**config.mk**
```make
export PLATFORM = sky130hd
export DESIGN_NAME = icd_top
export DESIGN_NICKNAME = d
export VERILOG_FILES = /design/src/rtl/icd_pkg.sv /design/src/rtl/icd_ctrl.sv /design/src/rtl/icd_dpath.sv /design/src/rtl/icd_top.sv
export SDC_FILE = /design/constraint.sdc
export NUM_CORES = 1
export LEC_CHECK = 0
export BUFFER_PORTS_ARGS = -buffer_cell sky130_fd_sc_hd__buf_2
export CORE_MARGIN = 1.5
export CORE_UTILIZATION = 49
export CTS_CLUSTER_SIZE = 40
export DETAILED_ROUTE_END_ITERATION = 16
export PLACE_DENSITY = 0.89
export SETUP_SLACK_MARGIN = 0.4
export SYNTH_ARGS = -nofsm -noshare
export SYNTH_HDL_FRONTEND = slang
export SYNTH_HIERARCHICAL = 1
export SYNTH_SLANG_ARGS = --single-unit
```
**constraint.sdc**
```tcl
create_clock -name clk -period 3.3 [get_ports clk]
set_input_delay 0.495 -clock clk [delete_from_list [all_inputs] [get_ports clk]]
set_output_delay 0.495 -clock clk [all_outputs]
set_load 0.05 [all_outputs]
```
**src/rtl/icd_pkg.sv**
```systemverilog
package icd_pkg;
  localparam int DATA_W = 8;
  localparam int NUM_LINES = 8;
  localparam int LINE_W = $clog2(NUM_LINES);

  typedef enum logic [1:0] {
    STEP_RUN  = 2'd0,
    STEP_VEC  = 2'd1,
    STEP_CASC = 2'd2,
    STEP_MODE = 2'd3
  } stepT;

  // strobes from control to datapath, one cycle each
  typedef struct packed {
    logic initGo;
    logic ldMask;
    logic ldVec;
    logic ldMode;
    logic armPoll;
    logic ldReadSel;
    logic ldSpecMask;
    logic ldRotAeoi;
    logic eoiHigh;
    logic eoiHighRot;
    logic eoiNamed;
    logic eoiNamedRot;
    logic setBase;
  } strobeT;
endpackage

```
**src/rtl/icd_ctrl.sv**
```systemverilog
module icd_ctrl
  import icd_pkg::*;
#(
  parameter int DW = DATA_W
) (
  input  logic          clk,
  input  logic          rstN,
  input  logic          wrEn,
  input  logic          addrSel,
  input  logic [DW-1:0] wrData,
  output strobeT        strb,
  output logic [1:0]    cfgStep
);
  stepT stepQ, stepD;
  logic fourQ, singleQ;

  always_comb begin
    strb  = '0;
    stepD = stepQ;
    if (wrEn) begin
      if (!addrSel) begin
        if (wrData[4]) begin
          strb.initGo = 1'b1;
          stepD = STEP_VEC;
        end else if (wrData[3]) begin
          strb.armPoll    = wrData[2];
          strb.ldReadSel  = wrData[1];
          strb.ldSpecMask = wrData[6];
        end else begin
          unique case (wrData[7:5])
            3'd0, 3'd4: strb.ldRotAeoi   = 1'b1;
            3'd1:       strb.eoiHigh     = 1'b1;
            3'd5:       strb.eoiHighRot  = 1'b1;
            3'd3:       strb.eoiNamed    = 1'b1;
            3'd7:       strb.eoiNamedRot = 1'b1;
            3'd6:       strb.setBase     = 1'b1;
            default:    ;
          endcase
        end
      end else begin
        unique case (stepQ)
          STEP_RUN: strb.ldMask = 1'b1;
          STEP_VEC: begin
            strb.ldVec = 1'b1;
            stepD = singleQ ? (fourQ ? STEP_MODE : STEP_RUN) : STEP_CASC;
          end
          STEP_CASC: stepD = fourQ ? STEP_MODE : STEP_RUN;
          STEP_MODE: begin
            strb.ldMode = 1'b1;
            stepD = STEP_RUN;
          end
          default: stepD = STEP_RUN;
        endcase
      end
    end
  end

  always_ff @(posedge clk) begin
    if (!rstN) begin
      stepQ   <= STEP_RUN;
      fourQ   <= 1'b0;
      singleQ <= 1'b0;
    end else begin
      stepQ <= stepD;
      if (strb.initGo) begin
        fourQ   <= wrData[0];
        singleQ <= wrData[1];
      end
    end
  end

  assign cfgStep = stepQ;


  mode_step_exit_chk: assert property (@(posedge clk) disable iff (!rstN)
    (wrEn && addrSel && stepQ == STEP_MODE) |=> (stepQ == STEP_RUN));


  vec_step_cascade_chk: assert property (@(posedge clk) disable iff (!rstN)
    (wrEn && addrSel && stepQ == STEP_VEC && !singleQ) |=> (stepQ == STEP_CASC));


  init_enter_chk: assert property (@(posedge clk) disable iff (!rstN)
    (wrEn && !addrSel && wrData[4]) |=> (stepQ == STEP_VEC));
endmodule

```
**src/rtl/icd_dpath.sv**
```systemverilog
module icd_dpath
  import icd_pkg::*;
#(
  parameter int DW = DATA_W,
  parameter int NL = NUM_LINES,
  localparam int LW = $clog2(NL)
) (
  input  logic          clk,
  input  logic          rstN,
  input  strobeT        strb,
  input  logic [DW-1:0] wrData,
  input  logic          rdEn,
  input  logic          addrSel,
  output logic [DW-1:0] rdData,
  input  logic [NL-1:0] reqVec,
  input  logic          pendValid,
  input  logic [LW-1:0] pendLine,
  output logic          ackValid,
  output logic [LW-1:0] ackLine,
  output logic [NL-1:0] maskReg,
  output logic [NL-1:0] inService,
  output logic [LW-1:0] rotBase,
  output logic [DW-1:0] vecBase,
  output logic          autoEoi,
  output logic          rotOnAeoi,
  output logic          fullyNested,
  output logic          specialMask,
  output logic          readSel,
  output logic          pollArmed
);
  localparam logic [DW-1:0] VEC_KEEP = ~DW'(NL - 1);
  localparam logic [DW-1:0] POLL_HIT = DW'(1) << (DW - 1);

  logic          hiFound;
  logic [LW-1:0] hiLine;
  logic [LW-1:0] scanIdx;
  logic [LW-1:0] namedLine;
  logic          pollRead;

  // highest-priority in-service line, scanning upward from rotBase
  always_comb begin
    hiFound = 1'b0;
    hiLine  = '0;
    scanIdx = '0;
    for (int i = NL - 1; i >= 0; i--) begin
      scanIdx = rotBase + LW'(i);
      if (inService[scanIdx]) begin
        hiFound = 1'b1;
        hiLine  = scanIdx;
      end
    end
  end

  assign namedLine = wrData[LW-1:0];
  assign pollRead  = rdEn && pollArmed;
  assign ackValid  = pollRead && pendValid;
  assign ackLine   = pendLine;

  always_comb begin
    rdData = '0;
    if (rdEn) begin
      if (pollArmed)
        rdData = pendValid ? (POLL_HIT | DW'(pendLine)) : '0;
      else if (addrSel)
        rdData = DW'(maskReg);
      else
        rdData = readSel ? DW'(inService) : DW'(reqVec);
    end
  end

  always_ff @(posedge clk) begin
    if (!rstN) begin
      maskReg     <= '0;
      inService   <= '0;
      rotBase     <= '0;
      vecBase     <= '0;
      autoEoi     <= 1'b0;
      rotOnAeoi   <= 1'b0;
      fullyNested <= 1'b0;
      specialMask <= 1'b0;
      readSel     <= 1'b0;
      pollArmed   <= 1'b0;
    end else begin
      if (pollRead) pollArmed <= 1'b0;
      if (ackValid) begin
        if (autoEoi) begin
          if (rotOnAeoi) rotBase <= pendLine + LW'(1);
        end else begin
          inService[pendLine] <= 1'b1;
        end
      end
      if (strb.initGo) begin
        maskReg     <= '0;
        inService   <= '0;
        rotBase     <= '0;
        autoEoi     <= 1'b0;
        rotOnAeoi   <= 1'b0;
        specialMask <= 1'b0;
        readSel     <= 1'b0;
        pollArmed   <= 1'b0;
      end
      if (strb.ldMask) maskReg <= NL'(wrData);
      if (strb.ldVec) vecBase <= wrData & VEC_KEEP;
      if (strb.ldMode) begin
        fullyNested <= wrData[4];
        autoEoi     <= wrData[1];
      end
      if (strb.armPoll) pollArmed <= 1'b1;
      if (strb.ldReadSel) readSel <= wrData[0];
      if (strb.ldSpecMask) specialMask <= wrData[5];
      if (strb.ldRotAeoi) rotOnAeoi <= wrData[7];
      if ((strb.eoiHigh || strb.eoiHighRot) && hiFound) begin
        inService[hiLine] <= 1'b0;
        if (strb.eoiHighRot) rotBase <= hiLine + LW'(1);
      end
      if (strb.eoiNamed || strb.eoiNamedRot) inService[namedLine] <= 1'b0;
      if (strb.eoiNamedRot || strb.setBase) rotBase <= namedLine + LW'(1);
    end
  end


  set_base_chk: assert property (@(posedge clk) disable iff (!rstN)
    (strb.setBase && !rdEn) |=> (rotBase == $past(namedLine) + LW'(1)));


  poll_disarm_chk: assert property (@(posedge clk) disable iff (!rstN)
    (rdEn && !strb.armPoll) |=> !pollArmed);


  ack_marks_isr_chk: assert property (@(posedge clk) disable iff (!rstN)
    (ackValid && !autoEoi && !strb.initGo) |=> inService[$past(ackLine)]);


  init_clears_chk: assert property (@(posedge clk) disable iff (!rstN)
    (strb.initGo && !rdEn) |=> (maskReg == '0 && inService == '0 && rotBase == '0));


  read_sel_load_chk: assert property (@(posedge clk) disable iff (!rstN)
    strb.ldReadSel |=> (readSel == $past(wrData[0])));


  eoi_none_stable_chk: assert property (@(posedge clk) disable iff (!rstN)
    ((strb.eoiHigh || strb.eoiHighRot) && inService == '0 && !rdEn)
      |=> ($stable(inService) && $stable(rotBase)));
endmodule

```
**src/rtl/icd_top.sv**
```systemverilog
module icd_top
  import icd_pkg::*;
#(
  parameter int DW = DATA_W,
  parameter int NL = NUM_LINES,
  localparam int LW = $clog2(NL)
) (
  input  logic          clk,
  input  logic          rstN,
  input  logic          wrEn,
  input  logic          rdEn,
  input  logic          addrSel,
  input  logic [DW-1:0] wrData,
  output logic [DW-1:0] rdData,
  input  logic [NL-1:0] reqVec,
  input  logic          pendValid,
  input  logic [LW-1:0] pendLine,
  output logic          ackValid,
  output logic [LW-1:0] ackLine,
  output logic [NL-1:0] maskReg,
  output logic [NL-1:0] inService,
  output logic [LW-1:0] rotBase,
  output logic [DW-1:0] vecBase,
  output logic          autoEoi,
  output logic          rotOnAeoi,
  output logic          fullyNested,
  output logic          specialMask,
  output logic          readSel,
  output logic          pollArmed,
  output logic [1:0]    cfgStep
);
  strobeT strb;

  icd_ctrl #(.DW(DW)) ctrl_i (
    .clk     (clk),
    .rstN    (rstN),
    .wrEn    (wrEn),
    .addrSel (addrSel),
    .wrData  (wrData),
    .strb    (strb),
    .cfgStep (cfgStep)
  );

  icd_dpath #(.DW(DW), .NL(NL)) dpath_i (
    .clk         (clk),
    .rstN        (rstN),
    .strb        (strb),
    .wrData      (wrData),
    .rdEn        (rdEn),
    .addrSel     (addrSel),
    .rdData      (rdData),
    .reqVec      (reqVec),
    .pendValid   (pendValid),
    .pendLine    (pendLine),
    .ackValid    (ackValid),
    .ackLine     (ackLine),
    .maskReg     (maskReg),
    .inService   (inService),
    .rotBase     (rotBase),
    .vecBase     (vecBase),
    .autoEoi     (autoEoi),
    .rotOnAeoi   (rotOnAeoi),
    .fullyNested (fullyNested),
    .specialMask (specialMask),
    .readSel     (readSel),
    .pollArmed   (pollArmed)
  );
endmodule

```
==> run summary <==
* **number of antenna repair diodes** 0
* **status** completed
* **routed vias** 3137
* **clock network latency to the later pin of the worst-skew pair** 300 ps
* **post-route DRC violation count** 0
* **Max clock buf depth** 2
* **die height** 79.6 um
* **largest fanout on the critical path** 5
* **area share of the largest cell type after synthesis** 0.237
* **setup TNS after final layout** 0 ps
* **level count of the clock H-tree** 2
* **fin util** 0.658
* **Port Buffer Count** 68
* **share of async-settable or async-resettable flops after synthesis** 0
* **hold-fix buffer count after cts** 0
* **leading area contributor after synthesis** sky130_fd_sc_hd__dfxtp_1
* **post-detailed-placement cell area** 3280 um^2
* **number of nets in the final layout** 451
* **reg-to-reg setup timing slack** 280 ps
* **final hold viol count** 0
* **Peak VDD IR** 0.000255 V
* **Yosys warnings** 6
* **global-route wire length before repair** 14800 um
* **routed wire length** 9690 um
* **Setup crit end kind** flip-flop
* **number of instances on the worst hold path** 2
* **global route overflow** 0
* **gr usage total** 0.301
* **full die area** 6330 um^2
* **start of the worst register-to-register path** dpath_i/rotBase[1]$_SDFF_PN0_
* **Die Wd** 79.6 um
* **fillers** 404
* **Cell Pwr Density** 299 nW/um^2
* **post-synthesis area per instance** 8.45 um^2
* **capture point of the worst reg-to-reg path** dpath_i/inService[3]$_SDFF_PN0_
* **Synth Instances** 340
* **DP HPWL** 6240 um
* **Critical Path Source Type** flip-flop
* **starting utilization of the core area** 0.515
* **number of violations reported at the end of detailed-routing iteration 0** 406
* **clock buffers created by TritonCTS** 5
* **worst endpoint data arrival time** 3190 ps
* **slew margin rel.** 0.600
* **signed area change from the synthesized netlist to the final layout** 27.8%
* **Tightest Pin Transition** 594 ps
* **final RePlAce weighted congestion** 1.01
* **HP Start** dpath_i/vecBase[4]$_SDFFE_PN0P_
* **final worst path period share** 0.916
* **critical path required time** 3470 ps
* **Setup Crit Path Kind** flip-flop to flip-flop
* **final setup fails** 0
* **register area share after synthesis** 0.237
* **fraction of layout instances using a drive strength above 1** 0.366
* **remaining antenna violation count after routing** 0
* **fin. max-slew vios** 0
* **dominant synthesized flop cell** sky130_fd_sc_hd__dfxtp_1
* **leading cell types by total area after synthesis** sky130_fd_sc_hd__dfxtp_1 24%, sky130_fd_sc_hd__mux2i_1 9.1%, sky130_fd_sc_hd__a21oi_1 7.0%
* **Worst Hold Endpoint** dpath_i/vecBase[4]$_SDFFE_PN0P_
* **worst clock skew** 8.92 ps
* **RSZ-0062 raised after global routing** yes
* **maximum number of pins on one net before global-route repair** 29
* **fin area** 3670 um^2
* **P_leak** 1.53 nW
* **maxcap violations** 0
* **number of distinct library cell variants in the gate-level netlist after synthesis** 60
* **total clock sinks** 34
* **core region area** 5570 um^2
* **most frequent cells in the layout** 68 x sky130_fd_sc_hd__buf_2, 38 x sky130_fd_sc_hd__a21oi_1, 35 x sky130_fd_sc_hd__nor2_1, 31 x sky130_fd_sc_hd__dfxtp_1
* **Min Clock Period, post-route** 3020 ps
* **library cell used as clock root buffer** sky130_fd_sc_hd__clkbuf_8
* **vias in the first global route** 2985
* **Post-synth EDFFs** 0
* **via-per-instance ratio** 6.34
* **row cnt** 27
* **most common cell after layout, fill and taps aside** sky130_fd_sc_hd__buf_2
* **Routed wire per std cell** 19.6 um
* **number of ports placed on the die boundary** 72
* **register bit total from synthesis** 34
* **Post-Route Hold Slack** 519 ps
* **number of cells traversed by the worst register-to-register path** 10
* **Min-Delay Path Class** flip-flop to flip-flop
* **initial antenna violation count** 0
* **Max Clock Freq** 331 MHz
* **clock tree from TritonCTS** yes
* **clock transition at the registers of the reported paths** 80 ps
* **Pre-Repair DR Iteration Count** 5
* **area of the mapped netlist** 2870 um^2
## area by class of cell
cell class | instances | area [um^2] | share of cell area
Clock inverter | 3 | 68.8 | 0.0188
Sequential cell | 34 | 689 | 0.188
Timing Repair Buffer | 95 | 559 | 0.152
Tap cell | 72 | 90.1 | 0.0246
Clock buffer | 5 | 68.8 | 0.0188
Multi-Input combinational cell | 273 | 2140 | 0.582
Inverter | 13 | 56.3 | 0.0153
## sequential cells by signal, summed over array words and instances, names as in the netlist
name                 flops
dpath_i/specialMask      1
dpath_i/fullyNested      1
dpath_i/maskReg          8
dpath_i/vecBase          5
dpath_i/readSel          1
dpath_i/rotOnAeoi        1
ctrl_i/cfgStep           2
dpath_i/inService        8
dpath_i/pollArmed        1
ctrl_i/singleQ           1
ctrl_i/fourQ             1
dpath_i/rotBase          3
dpath_i/autoEoi          1
## per-layer routing
| layer | vias to the layer above | wire [um] | part of all wire | global-route usage |
|---|---|---|---|---|
| met5 | - | 0 | 0 | 0 |
| met4 | 0 | 418 | 0.043 | 0.151 |
| met3 | 57 | 967 | 0.10 | 0.0777 |
| met2 | 226 | 4620 | 0.48 | 0.486 |
| met1 | 1453 | 3680 | 0.38 | 0.367 |
| li1 | 1401 | - | - | - |
## critical path, stage by stage, from the launching register on
cell and delay [ps]:
sky130_fd_sc_hd__dfxtp_4 380, sky130_fd_sc_hd__inv_6 40, sky130_fd_sc_hd__ha_4 290, sky130_fd_sc_hd__mux4_2 590
sky130_fd_sc_hd__mux2_4 330, sky130_fd_sc_hd__nor4b_1 380, sky130_fd_sc_hd__a211oi_2 130, sky130_fd_sc_hd__o211ai_2 130
sky130_fd_sc_hd__nor2b_2 280, sky130_fd_sc_hd__nor2b_4 240, sky130_fd_sc_hd__a2111oi_4 90
## report_power, final
group	total, mW	internal [mW]	switching, mW	leakage [nW]
clock network	0.479	0.303	0.176	0.0683
registers	0.426	0.417	0.00869	0.277
logic	0.193	0.0587	0.134	1.19
total	1.10	0.778	0.319	1.53
## how the worst max path moves through the flow
stage	slack [ps]	cells past startpoint	end	startpoint
floorplan	180	11	dpath_i/inService[1]$_SDFF_PN0_	dpath_i/rotBase[1]$_SDFF_PN0_
global placement	290	9	dpath_i/inService[5]$_SDFF_PN0_	dpath_i/rotBase[1]$_SDFF_PN0_
detailed placement	150	10	dpath_i/inService[3]$_SDFF_PN0_	dpath_i/rotBase[1]$_SDFF_PN0_
CTS	400	10	dpath_i/inService[3]$_SDFF_PN0_	dpath_i/rotBase[1]$_SDFF_PN0_
global route	140	12	dpath_i/rotBase[1]$_SDFF_PN0_	dpath_i/rotBase[1]$_SDFF_PN0_
finish	280	10	dpath_i/inService[3]$_SDFF_PN0_	dpath_i/rotBase[1]$_SDFF_PN0_
## timing repair
item,CTS,global route
gates resized for setup,4,13
buffers inserted,14,6
pin swaps,5,3
setup endpoints to repair,11,11
hold endpoints to repair,0,0
cloned,0,0
## cell families after synthesis
family,Yosys count,synth area share
AOI/OAI and AO/OA,87,0.214
xor gates and xnor gates,9,0.0275
adders and majority gates,4,0.0174
buffers and inverters,35,0.0597
DFF,34,0.237
muxes,40,0.183
other,1,0.00131
and+or+nand+nor,130,0.260
## per-stage QoR
step / worst slack (ps) / total power [mW] / cells
5_1_grt: 139 / 1.13 / 495
6_report: 277 / 1.10 / 495
3_3_place_gp: 285 / 0.617 / 467
2_1_floorplan: 178 / 0.570 / 342
3_5_place_dp: 147 / 0.620 / 467
4_1_cts: 404 / 1.09 / 489
## synth_stat cells (all sizes together), types with 10 or more instances
master  number
nor3        10
clkbuf      12
inv         13
nor2        36
nor3b       15
nand2       14
a21oi       40
dfxtp       34
nor2b       28
mux2i       27
o21ai       11
buf         10
No activity file was read; power rests on OpenSTA's default activity.
